==> src/rtl/plk_pkg.sv <==
package plk_pkg;

    typedef enum logic [1:0] {
        PD_IDLE = 2'd0,
        PD_UP   = 2'd1,
        PD_DN   = 2'd2
    } pd_state_t;

    typedef enum logic [1:0] {
        LK_HUNT = 2'd0,
        LK_MASK = 2'd1,
        LK_HOLD = 2'd2
    } lk_state_t;

endpackage

==> src/rtl/plk_phase.sv <==
module plk_phase
    import plk_pkg::*;
#(
    parameter int ERR_W = 8
) (
    input  logic             clk,
    input  logic             rst_n,
    input  logic             tick,
    input  logic             ref_rise,
    input  logic             fg_rise,
    output logic             pump_up,
    output logic             pump_dn,
    output logic             err_valid,
    output logic [ERR_W-1:0] err_ticks
);

    localparam logic [ERR_W-1:0] ERR_MAX = {ERR_W{1'b1}};

    pd_state_t        state, state_nxt;
    logic [ERR_W-1:0] span_cnt;
    logic [ERR_W-1:0] span_inc;
    logic             close;

    // saturating tick count including the current cycle
    assign span_inc = (span_cnt == ERR_MAX) ? span_cnt : span_cnt + ERR_W'(tick);

    always_comb begin
        state_nxt = state;
        close     = 1'b0;
        unique case (state)
            PD_IDLE: begin
                if (ref_rise && fg_rise) begin
                    close = 1'b1;
                end else if (ref_rise) begin
                    state_nxt = PD_UP;
                end else if (fg_rise) begin
                    state_nxt = PD_DN;
                end
            end
            PD_UP: begin
                if (fg_rise) begin
                    close     = 1'b1;
                    state_nxt = ref_rise ? PD_UP : PD_IDLE;
                end
            end
            PD_DN: begin
                if (ref_rise) begin
                    close     = 1'b1;
                    state_nxt = fg_rise ? PD_DN : PD_IDLE;
                end
            end
            default: state_nxt = PD_IDLE;
        endcase
    end

    always_ff @(posedge clk or negedge rst_n) begin
        if (!rst_n) begin
            state <= PD_IDLE;
        end else begin
            state <= state_nxt;
        end
    end

    always_ff @(posedge clk or negedge rst_n) begin
        if (!rst_n) begin
            span_cnt  <= '0;
            err_valid <= 1'b0;
            err_ticks <= '0;
        end else begin
            err_valid <= close;
            if (close) begin
                err_ticks <= (state == PD_IDLE) ? '0 : span_inc;
            end
            if (close || state == PD_IDLE) begin
                span_cnt <= '0;
            end else begin
                span_cnt <= span_inc;
            end
        end
    end

    always_comb begin
        pump_up = 1'b0;
        pump_dn = 1'b0;
        unique case (state)
            PD_IDLE: ;
            PD_UP:   pump_up = 1'b1;
            PD_DN:   pump_dn = 1'b1;
            default: ;
        endcase
    end

endmodule

==> src/rtl/plk_lock.sv <==
module plk_lock
    import plk_pkg::*;
#(
    parameter int ERR_W    = 8,
    parameter int MASK_W   = 16,
    parameter int LOCK_CNT = 4
) (
    input  logic              clk,
    input  logic              rst_n,
    input  logic              tick,
    input  logic              err_valid,
    input  logic [ERR_W-1:0]  err_ticks,
    input  logic [ERR_W-1:0]  win_len,
    input  logic [MASK_W-1:0] mask_len,
    output logic              lock_out
);

    localparam int QW = $clog2(LOCK_CNT + 1);
    localparam logic [QW-1:0] Q_LAST = QW'(LOCK_CNT - 1);

    lk_state_t         state, state_nxt;
    logic [QW-1:0]     qual_cnt;
    logic [MASK_W-1:0] mask_cnt;
    logic              good;
    logic              raw_hit;
    logic              mask_done;
    logic              dropout;

    assign good      = (err_ticks <= win_len);
    assign raw_hit   = err_valid && good && (qual_cnt == Q_LAST);
    assign dropout   = err_valid && !good;
    assign mask_done = tick && ({1'b0, mask_cnt} + 1'b1 == {1'b0, mask_len});

    always_comb begin
        state_nxt = state;
        unique case (state)
            LK_HUNT: begin
                if (raw_hit) begin
                    state_nxt = (mask_len == '0) ? LK_HOLD : LK_MASK;
                end
            end
            LK_MASK: begin
                if (mask_done) begin
                    state_nxt = LK_HOLD;
                end
            end
            LK_HOLD: begin
                if (dropout) begin
                    state_nxt = LK_HUNT;
                end
            end
            default: state_nxt = LK_HUNT;
        endcase
    end

    always_ff @(posedge clk or negedge rst_n) begin
        if (!rst_n) begin
            state <= LK_HUNT;
        end else begin
            state <= state_nxt;
        end
    end

    always_ff @(posedge clk or negedge rst_n) begin
        if (!rst_n) begin
            qual_cnt <= '0;
            mask_cnt <= '0;
        end else begin
            if (state != LK_HUNT || raw_hit) begin
                qual_cnt <= '0;
            end else if (err_valid) begin
                qual_cnt <= good ? qual_cnt + 1'b1 : '0;
            end
            if (state != LK_MASK) begin
                mask_cnt <= '0;
            end else if (tick) begin
                mask_cnt <= mask_cnt + 1'b1;
            end
        end
    end

    always_comb begin
        lock_out = 1'b0;
        unique case (state)
            LK_HUNT: lock_out = 1'b0;
            LK_MASK: lock_out = 1'b0;
            LK_HOLD: lock_out = 1'b1;
            default: lock_out = 1'b0;
        endcase
    end

endmodule

==> src/rtl/plk_permeter.sv <==
module plk_permeter #(
    parameter int PER_W = 16
) (
    input  logic             clk,
    input  logic             rst_n,
    input  logic             tick,
    input  logic             rise,
    output logic             per_ok,
    output logic [PER_W-1:0] span
);

    localparam logic [PER_W-1:0] PER_MAX = {PER_W{1'b1}};

    logic [PER_W-1:0] run_cnt;
    logic [PER_W-1:0] run_inc;
    logic [PER_W-1:0] last_per;
    logic             seen;

    assign run_inc = (run_cnt == PER_MAX) ? run_cnt : run_cnt + PER_W'(tick);
    // a stalled input shows up as a growing span
    assign span    = (run_cnt > last_per) ? run_cnt : last_per;

    always_ff @(posedge clk or negedge rst_n) begin
        if (!rst_n) begin
            run_cnt  <= '0;
            last_per <= '0;
            seen     <= 1'b0;
            per_ok   <= 1'b0;
        end else if (rise) begin
            last_per <= run_inc;
            run_cnt  <= '0;
            seen     <= 1'b1;
            per_ok   <= seen;
        end else begin
            run_cnt  <= run_inc;
        end
    end

endmodule

==> src/rtl/plk_nearspd.sv <==
module plk_nearspd #(
    parameter int PER_W   = 16,
    parameter int SPD_NUM = 95,
    parameter int SPD_DEN = 100
) (
    input  logic clk,
    input  logic rst_n,
    input  logic tick,
    input  logic ref_rise,
    input  logic fg_rise,
    input  logic enable,
    output logic cur_scale
);

    localparam int NCH  = 2;
    localparam int MULW = PER_W + 8;

    logic [NCH-1:0]   rise_v;
    logic [NCH-1:0]   ok_v;
    logic [PER_W-1:0] span_v [NCH];
    logic [MULW-1:0]  fg_scaled;
    logic [MULW-1:0]  ref_scaled;
    logic             near;

    // channel 0: reference, channel 1: FG
    assign rise_v = {fg_rise, ref_rise};

    for (genvar g = 0; g < NCH; g++) begin : g_meter
        plk_permeter #(
            .PER_W (PER_W)
        ) u_meter (
            .clk    (clk),
            .rst_n  (rst_n),
            .tick   (tick),
            .rise   (rise_v[g]),
            .per_ok (ok_v[g]),
            .span   (span_v[g])
        );
    end

    assign fg_scaled  = MULW'(span_v[1]) * MULW'(SPD_NUM);
    assign ref_scaled = MULW'(span_v[0]) * MULW'(SPD_DEN);
    assign near       = enable && (&ok_v) && (fg_scaled < ref_scaled);

    always_ff @(posedge clk or negedge rst_n) begin
        if (!rst_n) begin
            cur_scale <= 1'b0;
        end else begin
            cur_scale <= near;
        end
    end

endmodule

==> src/rtl/plk_top.sv <==
module plk_top #(
    parameter int ERR_W    = 8,
    parameter int MASK_W   = 16,
    parameter int LOCK_CNT = 4,
    parameter int PER_W    = 16,
    parameter int SPD_NUM  = 95,
    parameter int SPD_DEN  = 100
) (
    input  logic              clk,
    input  logic              rst_n,
    input  logic              tick,
    input  logic              ref_in,
    input  logic              fg_in,
    input  logic              nearspd_en,
    input  logic [ERR_W-1:0]  win_len,
    input  logic [MASK_W-1:0] mask_len,
    output logic              pump_up,
    output logic              pump_dn,
    output logic              lock_out,
    output logic              cur_scale
);

    logic             ref_q;
    logic             fg_q;
    logic             ref_rise;
    logic             fg_rise;
    logic             err_valid;
    logic [ERR_W-1:0] err_ticks;

    always_ff @(posedge clk or negedge rst_n) begin
        if (!rst_n) begin
            ref_q <= 1'b0;
            fg_q  <= 1'b0;
        end else begin
            ref_q <= ref_in;
            fg_q  <= fg_in;
        end
    end

    assign ref_rise = ref_in && !ref_q;
    assign fg_rise  = fg_in && !fg_q;

    plk_phase #(
        .ERR_W (ERR_W)
    ) u_phase (
        .clk       (clk),
        .rst_n     (rst_n),
        .tick      (tick),
        .ref_rise  (ref_rise),
        .fg_rise   (fg_rise),
        .pump_up   (pump_up),
        .pump_dn   (pump_dn),
        .err_valid (err_valid),
        .err_ticks (err_ticks)
    );

    plk_lock #(
        .ERR_W    (ERR_W),
        .MASK_W   (MASK_W),
        .LOCK_CNT (LOCK_CNT)
    ) u_lock (
        .clk       (clk),
        .rst_n     (rst_n),
        .tick      (tick),
        .err_valid (err_valid),
        .err_ticks (err_ticks),
        .win_len   (win_len),
        .mask_len  (mask_len),
        .lock_out  (lock_out)
    );

    plk_nearspd #(
        .PER_W   (PER_W),
        .SPD_NUM (SPD_NUM),
        .SPD_DEN (SPD_DEN)
    ) u_near (
        .clk       (clk),
        .rst_n     (rst_n),
        .tick      (tick),
        .ref_rise  (ref_rise),
        .fg_rise   (fg_rise),
        .enable    (nearspd_en),
        .cur_scale (cur_scale)
    );

endmodule

==> config.mk <==
export PLATFORM = sky130hd
export DESIGN_NAME = plk_top
export DESIGN_NICKNAME = d
export VERILOG_FILES = /design/src/rtl/plk_pkg.sv /design/src/rtl/plk_phase.sv /design/src/rtl/plk_lock.sv /design/src/rtl/plk_permeter.sv /design/src/rtl/plk_nearspd.sv /design/src/rtl/plk_top.sv
export SDC_FILE = /design/constraint.sdc
export NUM_CORES = 1
export LEC_CHECK = 0
export ABC_AREA = 0
export BUFFER_PORTS_ARGS = -buffer_cell sky130_fd_sc_hd__buf_2
export CORE_ASPECT_RATIO = 1.5
export CORE_MARGIN = 2
export CORE_UTILIZATION = 45
export CTS_BUF_LIST = sky130_fd_sc_hd__clkbuf_16
export DETAILED_ROUTE_END_ITERATION = 10
export MAX_ROUTING_LAYER = met4
export PLACE_DENSITY_LB_ADDON = 0.3
export SETUP_SLACK_MARGIN = 0.15
export SLEW_MARGIN = 20
export SYNTH_ARGS = -nofsm -noshare
export SYNTH_HDL_FRONTEND = slang
export SYNTH_HIERARCHICAL = 1
export SYNTH_SLANG_ARGS = --single-unit
export TNS_END_PERCENT = 5
==> constraint.sdc <==
create_clock -name clk -period 6.6 [get_ports clk]
set_clock_uncertainty 0.15 [all_clocks]
set_input_delay 1.32 -clock clk [delete_from_list [all_inputs] [get_ports clk]]
set_output_delay 1.32 -clock clk [all_outputs]
set_load 0.01 [all_outputs]
[Word-level counts from Yosys, hierarchy flattened]
Cells that the tools add are included.
Widths: inputs -> output; s select.
Word-level totals
  register bits: 111
  bits of input ports: 30
  output and inout bits: 4
  word-level logic and storage cells: 104
Cells by class
  $add $sub $neg: 6
  multipliers: 2
  $lt $le $gt $ge: 4
  equality and inequality tests: 17
  multiplexer cells: 34
  reductions and logical operators: 23
Operator list (number)
  $mux 16: 8
  $add 16x1->16: 2
  $eq 16x16->1 const B: 2
  $gt 16x16->1: 2
  $mux 8: 3
  $lt 23x23->1: 1
  $mul 16x7->23 const B: 1
  $mul 16x5->21 const B: 1
  $mux 2: 10
  $add 16x1->17 const B: 1
  $eq 17x16->1: 1
  $add 16x1->16 const B: 1
  $logic_not 16->1: 1
  $ne 2x1->1 const B: 6
  $pmux 2 s3: 2
  $logic_and 1x1->1: 9
  $mux 3: 3
  $add 8x1->8: 1
  $eq 8x8->1 const B: 1
  $le 8x8->1: 1
  $mux 1: 7
  $reduce_bool 2->1: 3
  $eq 2x1->1 const B: 2
  $eq 2x2->1 const B: 2
  11 further kinds: 15

[Logic depth before layout (Yosys ltp)]
Gate-level depths: netlist of run 1.
  depth in word-level cells: 7
  mapped depth: 32
  gate-level depth less buffers: 29

[Cells and area by module]
Netlist of run 1, hierarchy kept.
Modules (own cells, without submodules)
  plk_nearspd: instances 1, cells an instance 588, area each 4946.0 sq um, sequential area each 25.0 sq um
  plk_permeter: instances 2, cells an instance 283, area each 2423.6 sq um, sequential area each 850.8 sq um
  plk_lock: instances 1, cells an instance 212, area each 1775.5 sq um, sequential area each 525.5 sq um
  plk_phase: instances 1, cells an instance 83, area each 880.8 sq um, sequential area each 475.5 sq um
  plk_top: instances 1, cells an instance 4, area each 77.6 sq um, sequential area each 50.0 sq um

[Least setup slack after synthesis of run 1]
No wires, ideal clock.
  kind: register -> register
  start: register u_near.g_meter[1].u_meter.run_cnt[13]
  end: register u_near.cur_scale
  library setup time: 77 ps
  data arrival time: 6953 ps
  required time: 6373 ps
  slack: -581 ps
  stages on the path, launching flop included: 29
  buffers on the path: 3
  period minus slack after synthesis: 7181 ps
  path through: dfrtp_1 > ha_1 > a21oi_1 > o21ai_2 > or3_1 > buf_2 > buf_6 > o311ai_1 > o211ai_1 > fa_1 > fa_1 > fa_1 > inv_1 > fa_1 > inv_1 > ha_1 > buf_6 > a2111o_1 > o21ai_2 > a21boi_2 > o41a_1 > xor2_1 > ha_1 > a21o_1 > a21o_1 > a21o_1 > a21oi_1 > o21ai_0 > a21oi_1
RTL lines
  from (decl): line plk_permeter.sv:14  | logic [PER_W-1:0] run_cnt;
  from (signal assigned): line plk_permeter.sv:35  | run_cnt <= run_inc;
  to (signal assigned): line plk_nearspd.sv:49  | cur_scale <= near;
  to (decl): line plk_nearspd.sv:12  | output logic cur_scale

==> out/results.tsv, run 1 <==
metric	value	unit
status	finished with violations	
failing checks	negative setup slack	
Ys Warns	6	
Placed Cells	1925	
commonest non-fill, non-tap cell in the layout	inv_1	
DR iter-0 viols	453	
register clock-pin slew on the reported worst setup and hold paths	0.08	ns
maxcap violations	0	
global-route wire length before repair	51.4	mm
clock net sink count	111	
Hold Buf Count CTS	0	
FILL cells	2401	
EDFF count, synth	0	
# diodes	0	
final clock period utilization by the worst path	103	%
Via Count	11000	
initial antenna violation count	0	
Hold Path Depth	1	
Max clock buf depth	2	
IO Port Bufs	33	
Hold Crit Class	reg -> reg	
VDD IR max	253	uV
Multi-input gate area	0.00909	sq mm
Top cell by count, worst path	buf_4	
area delta synth->final	19.8	%
vias in the first global route	11400	
Skew-Pair Late Insertion Delay	0.37	ns
fin area	0.0150	sq mm
Critical Path Max Stage Delay	0.50	ns
Post-synth top flop	dfrtp_1	
Peak Freq	147	MHz
Final Power	0.00635	W
Wirelength per Cell	14.9	um
detailed placement HPWL	23.5	mm
Crit. End Element	flop	
grt ovf	0	
synthesized area	0.0125	sq mm
Startpoint Class	flop	
die area	0.0292	sq mm
Routed WL	29.5	mm
RePlAce Congestion	0.897	
Die Ht	208	um
synth unique cells	78	
Final ANT Viol Nets	0	
synthesized area per cell	8.62	sq um
Worst Path Class, Setup	reg -> reg	
Post-synth ARST share	100	%
GRT Total Usage	21.5	%
Cells after Synth	1453	
vias per cell	5.54	
PwrDens	423	mW/mm^2
layout cells sized above 1	20.6	%
nets	1902	
critical-path maximum fanout	5	
post-layout minimum cycle time	6.83	ns
worst path required time	6.75	ns
CTS Root Buffer Type	clkbuf_16	
CP max-delay cell	fa_1	
starting density of the core	45.9	%
First-pass DRT Iterations	5	
total CTS buffers	9	
leading cell types in the layout, fill and taps excluded	inv_1 (197), buf_4 (182), ha_1 (156)	
static leakage	7.28	nW
Remaining DRCs	0	
setup violators final	1	
synthesized flop and latch total	111	
number of hold violations in the final report	0	
Cell Rows	74	
Worst Reg2Reg Path Length in Cells	30	
FF+latch area	0.00278	sq mm
post-synthesis sequential area ratio	22.2	%
actual slew at the worst max-slew pin	0.752	ns
largest net degree at the start of global routing	58	
Worst slew margin	49.9	%
CTS tree	yes	
Post-DP Area	0.0141	sq mm
num ports	34	
critical path data arrival time	6.97	ns
die width	140	um
unrepaired setup endpoints after global routing	yes	
Core Area	0.0273	sq mm
htree depth	3	
Slew Limit Fails	0	
setup slack after layout	-0.225	ns
Final Non-Filler Cells	1980	
Syn Nets	1721	
-- layer usage --
layer | part of all wire, % | track usage (%) | wire length (um) | vias to the layer above
met5 | 0 | - | 0 | -
met4 | 2.5 | 7.42 | 724 | 0
met3 | 2.0 | 1.86 | 602 | 53
met2 | 55 | 40.7 | 16100 | 166
met1 | 41 | 23.4 | 12000 | 5270
li1 | - | - | - | 5481
-- metrics by stage --
step	util [%]	setup WS (ns)	hold WS (ns)	TNS [ns]
2_1_floorplan	-	-0.394	0.281	-0.394
3_3_place_gp	51.6	-0.352	0.295	-0.352
6_report	54.9	-0.225	0.317	-0.225
4_1_cts	54.8	-0.177	0.318	-0.177
3_5_place_dp	51.6	-0.510	0.296	-0.510
5_1_grt	54.9	-0.553	0.341	-0.553
-- final timing paths --
path                                                                     start                                          to  slack [ns]
worst max-delay path            u_near/g_meter[1].u_meter/run_cnt[9]$_DFF_PN0_                  u_near/cur_scale$_DFF_PN0_       -0.23
max in group asynchronous                                                rst_n              u_lock/mask_cnt[5]$_DFFE_PN0P_        4.25
worst max register to register  u_near/g_meter[1].u_meter/run_cnt[9]$_DFF_PN0_                  u_near/cur_scale$_DFF_PN0_       -0.23
worst min-delay path                u_near/g_meter[0].u_meter/seen$_DFFE_PN0P_  u_near/g_meter[0].u_meter/seen$_DFFE_PN0P_        0.32
worst min register to register      u_near/g_meter[0].u_meter/seen$_DFFE_PN0P_  u_near/g_meter[0].u_meter/seen$_DFFE_PN0P_        0.32
min in group asynchronous                                                rst_n             u_lock/mask_cnt[12]$_DFFE_PN0P_        0.87
-- what timing repair did --
item | 4_1_cts | 5_1_grt
cloned | 1 | 0
pin swaps | 62 | 3
setup endpoints to repair | 1 | 1
resized for setup | 59 | 2
setup buffers | 37 | 1
-- cell usage after synthesis, types with 15 or more instances --
master | n | area share, %
o21ai_0 | 33 | 1.3
xor2_1 | 32 | 2.2
nor4_1 | 39 | 1.9
nand4_1 | 24 | 1.2
fa_1 | 65 | 10
clkbuf_1 | 36 | 1.1
o21ai_1 | 18 | 0.72
a31oi_1 | 15 | 0.75
nor2_1 | 120 | 3.6
ha_1 | 173 | 17
a21oi_1 | 89 | 3.6
a21o_1 | 25 | 1.5
xnor2_1 | 53 | 3.7
nor3_1 | 27 | 1.1
nand2_1 | 65 | 1.9
nand3_1 | 80 | 3.2
inv_1 | 208 | 6.2
o311ai_1 | 20 | 1.4
dfrtp_1 | 111 | 22
o211ai_1 | 34 | 2.0
-- cell type report --
cell class / instances / share of cell area (%)
timing repair buffer: 222 / 11.0
multi-input combinational: 1082 / 60.6
tap: 342 / 2.85
clock inverter: 6 / 0.367
inverter: 208 / 5.20
sequential: 111 / 18.5
clock buffer: 9 / 1.50
-- critical path, delay by kind of cell (launching register included) --
| family | cells | cell delay, ns |
|---|---|---|
| compound gates | 12 | 2.09 |
| xor+xnor | 1 | 0.17 |
| simple gates | 3 | 0.43 |
| flops | 1 | 0.41 |
| buf+inv | 7 | 0.91 |
| fa+ha+maj | 7 | 2.59 |
-- power by group --
part           internal [W]  leakage, nW  total, W  switching [W]
combinational       0.00244         5.70   0.00498        0.00253
sequential         0.000757         1.45  0.000851      0.0000936
clock              0.000261        0.135  0.000526       0.000266
-- registers in the layout (all words and copies together), names as in the netlist --
name,flops
fg_q,1
ref_q,1
u_lock/mask_cnt,16
u_lock/qual_cnt,3
u_lock/state,2
u_near/cur_scale,1
u_near/g_meter.u_meter/last_per,32
u_near/g_meter.u_meter/per_ok,2
u_near/g_meter.u_meter/run_cnt,32
u_near/g_meter.u_meter/seen,2
u_phase/err_ticks,8
u_phase/err_valid,1
u_phase/span_cnt,8
u_phase/state,2
-- cells by family after synthesis --
kind of cell	Yosys count	share of synthesized area [%]
flops	111	22.2
buf+inv	260	8.36
fa+ha+maj	238	27.7
simple gates	453	19.4
xor+xnor	85	5.94
compound gates	292	15.3
mux	14	1.18
Power figures use the tool's default switching activity.
==> run 2: changes to the inputs <==
--- a/config.mk
+++ b/config.mk
@@ -16,4 +16,5 @@
 export PLACE_DENSITY_LB_ADDON = 0.3
 export SETUP_SLACK_MARGIN = 0.15
+export SKIP_LAST_GASP = 1
 export SLEW_MARGIN = 20
 export SYNTH_ARGS = -nofsm -noshare
==> constraint.sdc (replaced) <==
create_clock -name clk -period 6.6 [get_ports clk]
set_clock_uncertainty 0.15 [all_clocks]
set_input_delay 0.99 -clock clk [delete_from_list [all_inputs] [get_ports clk]]
set_output_delay 0.99 -clock clk [all_outputs]
set_load 0.01 [all_outputs]
==> run 2 against run 1 <==
  * The flow still finishes with violations (negative setup slack)
  * Largest cell class unchanged
  * Global-route usage shrank 0.42 points
  * Flip-flop and latch count stayed put
  * Fmax down 0.38%
  * Largest power group unchanged
  * Sequential power is essentially flat
==> out/results.tsv, run 2 (synthesis results as in run 1) <==
metric	value	unit
status	finished with violations	
failing checks	negative setup slack	
final clock period utilization by the worst path	104	%
final core utilization	54.8	%
critical-path maximum fanout	8	
grt ovf	0	
Core Area	0.0273	sq mm
maxcap violations	0	
worst r2r src	u_near/g_meter[1].u_meter/last_per[11]$_DFFE_PN0P_	
First-pass DRT Iterations	7	
starting density of the core	45.9	%
Crit. End Element	flop	
vias per cell	5.55	
Via Count	10900	
setup violators final	1	
Startpoint Class	flop	
hold_sp	u_near/g_meter[1].u_meter/seen$_DFFE_PN0P_	
GR Layer Usage met2	39.2	%
GRT Max-Usage Layer	met2	
# diodes	0	
Hold Crit Class	reg -> reg	
Hold Worst Slack	0.318	ns
pre-CTS WS	-0.483	ns
number of hold violations in the final report	0	
Cell Rows	74	
Remaining DRCs	0	
biggest regs	u_near/g_meter.u_meter/last_per (32), u_near/g_meter.u_meter/run_cnt (32), u_lock/mask_cnt (16)	
commonest non-fill, non-tap cell in the layout	inv_1	
unrepaired setup endpoints after global routing	yes	
switching power	0.00294	W
Final Power	0.00644	W
post-layout minimum cycle time	6.85	ns
Peak Freq	146	MHz
Worst slew margin	53.3	%
DR iter-0 viols	471	
Max clock buf depth	2	
met3 usage	2.23	%
Skew-Pair Late Insertion Delay	0.37	ns
PwrDens	430	mW/mm^2
RePlAce Congestion	0.899	
num ports	34	
total CTS buffers	9	
htree depth	3	
Hold Buf Count CTS	0	
Wirelength per Cell	14.7	um
critical path data arrival time	7.00	ns
setup slack after layout	-0.251	ns
Final ANT Viol Nets	0	
global-route wire length before repair	50.2	mm
detailed placement HPWL	23.4	mm
sequential power share	13.2	%
Clock Power Share	8.4	%
Worst Path Class, Setup	reg -> reg	
Placed Cells	1925	
P_int	0.00350	W
Final Non-Filler Cells	1968	
switching part of the total power	45.6	%
vias in the first global route	11200	
largest net degree at the start of global routing	79	
M1 GR Usage	23.3	%
VDD IR max	265	uV
initial antenna violation count	0	
IO Port Bufs	33	
die width	140	um
Combinational Power Share	78.3	%
area delta synth->final	19.4	%
clock net sink count	111	
nets	1889	
worst path required time	6.75	ns
Slew Limit Fails	0	
Routed WL	28.9	mm
Die Ht	208	um
die area	0.0292	sq mm
CTS Root Buffer Type	clkbuf_16	
layout cells sized above 1	19.8	%
actual slew at the worst max-slew pin	0.701	ns
leading cell types in the layout, fill and taps excluded	inv_1 (198), buf_4 (167), ha_1 (154)	
static leakage	7.23	nW
register clock-pin slew on the reported worst setup and hold paths	0.08	ns
CTS tree	yes	
GRT Total Usage	21.1	%
Critical path origin	u_near/g_meter[1].u_meter/last_per[11]$_DFFE_PN0P_	
run 2: critical path, cell delays in order (launching register included):
cell,delay (ns)
dfrtp_1,0.38
inv_2,0.08
ha_4,0.21
a21oi_4,0.17
o21bai_4,0.08
or3_4,0.47
o311ai_2,0.29
o211ai_1,0.18
buf_4,0.20
fa_1,0.57
fa_1,0.45
fa_1,0.49
inv_1,0.05
fa_1,0.47
inv_1,0.06
ha_4,0.21
a2111o_1,0.44
o21ai_2,0.17
a21boi_2,0.08
o41a_1,0.33
xor2_1,0.15
ha_1,0.31
a21o_1,0.17
a21o_1,0.16
a21o_1,0.15
a21oi_1,0.14
o21ai_1,0.07
a21oi_1,0.11
run 2: through the flow:
stage / TNS (ns) / instance area (sq um)
after global placement: -0.350 / 14100
after global routing: -0.542 / 15000
after CTS: -0.194 / 14900
after detailed placement: -0.483 / 14100
final: -0.251 / 15000
after floorplan: -0.394 / 12600
run 2: worst paths after layout:
| check | to | slack, ns | depth (start not counted) |
|---|---|---|---|
| setup reg to reg | u_near/cur_scale$_DFF_PN0_ | -0.25 | 27 |
| hold reg to reg | u_near/g_meter[1].u_meter/seen$_DFFE_PN0P_ | 0.32 | 1 |
| setup / recovery | u_near/cur_scale$_DFF_PN0_ | -0.25 | 27 |
| hold / removal | u_near/g_meter[1].u_meter/seen$_DFFE_PN0P_ | 0.32 | 1 |
| max in group asynchronous | u_near/g_meter[0].u_meter/run_cnt[14]$_DFF_PN0_ | 4.87 | 2 |
| min in group asynchronous | u_lock/mask_cnt[9]$_DFFE_PN0P_ | 0.41 | 1 |
run 2: area by class of cell:
class,instances,area (sq um)
multi-input combinational,1082,9100
sequential,111,2780
inverter,208,781
fill,2422,12400
clock buffer,9,225
tap,342,428
clock inverter,7,71.3
timing repair buffer,209,1570
run 2: power groups by stage:
| stage | clock, W | combinational (W) | sequential [W] |
|---|---|---|---|
| after detailed placement | 0 | 0.00474 | 0.000862 |
| after global routing | 0.000588 | 0.00571 | 0.000864 |
| final | 0.000543 | 0.00504 | 0.000850 |
| after CTS | 0.000561 | 0.00507 | 0.000849 |
| after floorplan | 0 | 0.00330 | 0.000828 |
| after global placement | 0 | 0.00461 | 0.000859 |
run 2: repair_timing:
action	in CTS	in global routing
buffers inserted	23	1
pin swaps	54	7
endpoints found under the setup margin	1	1
gates resized for setup	52	5
cloned	2	0
run 2: layer usage:
layer,vias to the layer above,wire [um]
met2,186,15700
li1,5441,-
met5,-,0
met1,5236,11900
met4,0,719
met3,52,653
==> run 3: changes to the inputs <==
--- a/config.mk
+++ b/config.mk
@@ -10,5 +10,5 @@
 export CORE_ASPECT_RATIO = 1.5
 export CORE_MARGIN = 2
-export CORE_UTILIZATION = 45
+export CORE_UTILIZATION = 30
 export CTS_BUF_LIST = sky130_fd_sc_hd__clkbuf_16
 export DETAILED_ROUTE_END_ITERATION = 10
==> constraint.sdc (replaced) <==
create_clock -name clk -period 7 [get_ports clk]
set_clock_uncertainty 0.15 [all_clocks]
set_input_delay 0.7 -clock clk [delete_from_list [all_inputs] [get_ports clk]]
set_output_delay 0.7 -clock clk [all_outputs]
set_load 0.01 [all_outputs]
==> run 3 against run 2 <==
  * The run now ends clean
  * Cell count rose by 8.7%
  * Clock power increased by 4.6%
  * Wire length up 6.1%
  * Count of clock-buffer cells in the layout stayed put
  * Non-clock buffer count fell by 44
==> out/results.tsv, run 3 (synthesis results as in run 1) <==
metric	value	unit
CP max-delay cell	fa_1	
largest net degree at the start of global routing	58	
vias per cell	5.06	
Critical Path Max Stage Delay	0.55	ns
leading cell types in the layout, fill and taps excluded	inv_1 (196), ha_1 (159), buf_4 (126)	
Max clock buf depth	2	
DR iter-0 viols	409	
critical path data arrival time	7.03	ns
First-pass DRT Iterations	5	
Startpoint Class	flop	
critical-path maximum fanout	5	
commonest non-fill, non-tap cell in the layout	inv_1	
Critical path origin	u_near/g_meter[1].u_meter/last_per[11]$_DFFE_PN0P_	
Placed Cells	2089	
IO Port Bufs	33	
GRT Total Usage	15.4	%
final clock period utilization by the worst path	98.4	%
Remaining DRCs	0	
Worst Path Class, Setup	reg -> reg	
VDD IR max	233	uV
layout cells sized above 1	17.6	%
Via Count	10800	
die width	171	um
die area	0.0434	sq mm
Setup TNS	0	ns
clock net sink count	111	
detailed placement HPWL	24.5	mm
Top cell by count, worst path	fa_1	
vias in the first global route	11400	
Routed WL	30.7	mm
register clock-pin slew on the reported worst setup and hold paths	0.09	ns
maxcap violations	0	
number of hold violations in the final report	0	
Wirelength per Cell	14.3	um
CTS Root Buffer Type	clkbuf_16	
actual slew at the worst max-slew pin	0.765	ns
unrepaired setup endpoints after global routing	yes	
num ports	34	
pre-CTS WS	-0.198	ns
delay-heaviest family, CP	adder cells	
Worst slew margin	49.0	%
Post-DP Area	0.0140	sq mm
Final Non-Filler Cells	2140	
setup violators final	0	
Final ANT Viol Nets	0	
Core Area	0.0412	sq mm
final core utilization	35.9	%
PwrDens	400	mW/mm^2
biggest regs	u_near/g_meter.u_meter/last_per (32), u_near/g_meter.u_meter/run_cnt (32), u_lock/mask_cnt (16)	
htree depth	3	
grt ovf	0	
Slew Limit Fails	0	
Cell Rows	91	
Skew-Pair Late Insertion Delay	0.37	ns
setup slack after layout	0.111	ns
Peak Freq	145	MHz
CP Buf/Inv Count	5	
post-layout minimum cycle time	6.89	ns
worst path required time	7.14	ns
Die Ht	254	um
initial antenna violation count	0	
CTS tree	yes	
static leakage	7.01	nW
fin area	0.0148	sq mm
Crit. End Element	flop	
worst r2r src	u_near/g_meter[1].u_meter/last_per[11]$_DFFE_PN0P_	
RePlAce Congestion	0.876	
area delta synth->final	18.2	%
global-route wire length before repair	53.3	mm
starting density of the core	30.4	%
total CTS buffers	9	
# diodes	0	
nets	1845	
Hold Crit Class	in -> async	
Hold Buf Count CTS	0	
status	complete, no violations	
-- run 3: cell types whose count changed in the layout (fill, tap and decap cells not counted), sizes merged --
cell	previous run	this run
bufbuf	1	0
inv	212	213
bufinv	0	1
clkinv	3	1
buf	208	165
-- run 3: final cells by class --
class | count | area (sq um)
tap | 558 | 698
clock inverter | 7 | 95.1
inverter | 208 | 781
clock buffer | 9 | 225
fill | 4355 | 26400
multi-input combinational | 1082 | 9040
sequential | 111 | 2780
timing repair buffer | 165 | 1190
-- run 3: metrics by stage --
stage          total power, W  hold slack [ns]
2_1_floorplan         0.00389            0.254
3_3_place_gp          0.00505            0.295
3_5_place_dp          0.00514            0.299
4_1_cts               0.00598            0.269
5_1_grt               0.00667            0.291
6_report              0.00592            0.240
-- run 3: power by group --
| group | leakage [nW] | internal, W | switching [W] | total, W |
|---|---|---|---|---|
| Sequential | 1.45 | 0.000714 | 0.0000880 | 0.000802 |
| Combinational | 5.41 | 0.00214 | 0.00241 | 0.00455 |
| Clock | 0.158 | 0.000291 | 0.000278 | 0.000568 |
-- run 3: path summary, 6_finish.rpt --
check                                                                    end  slack [ns]  cells after the start
hold / removal             u_near/g_meter[1].u_meter/last_per[8]$_DFFE_PN0P_        0.24                      1
setup reg to reg                                  u_near/cur_scale$_DFF_PN0_        0.11                     28
setup / recovery                                  u_near/cur_scale$_DFF_PN0_        0.11                     28
min in group clk                                             ref_q$_DFF_PN0_        0.31                      1
max in group asynchronous                        u_phase/err_valid$_DFF_PN0_        5.24                      2
hold reg to reg                   u_near/g_meter[1].u_meter/seen$_DFFE_PN0P_        0.32                      1
-- run 3: timing repair --
| action | 4_1_cts | 5_1_grt |
|---|---|---|
| resized for setup | 56 | 0 |
| setup buffers | 33 | 1 |
| gates cloned | 1 | 0 |
| pin swaps | 41 | 1 |
| setup endpoints to repair | 1 | 1 |
-- run 3: layer usage --
| layer | up-vias | GRT usage [%] | routed length [um] |
|---|---|---|---|
| met5 | - | - | 0 |
| met4 | 0 | 5.64 | 896 |
| met3 | 55 | 1.30 | 567 |
| met2 | 143 | 29.4 | 16700 |
| met1 | 5286 | 16.2 | 12500 |
| li1 | 5347 | - | - |
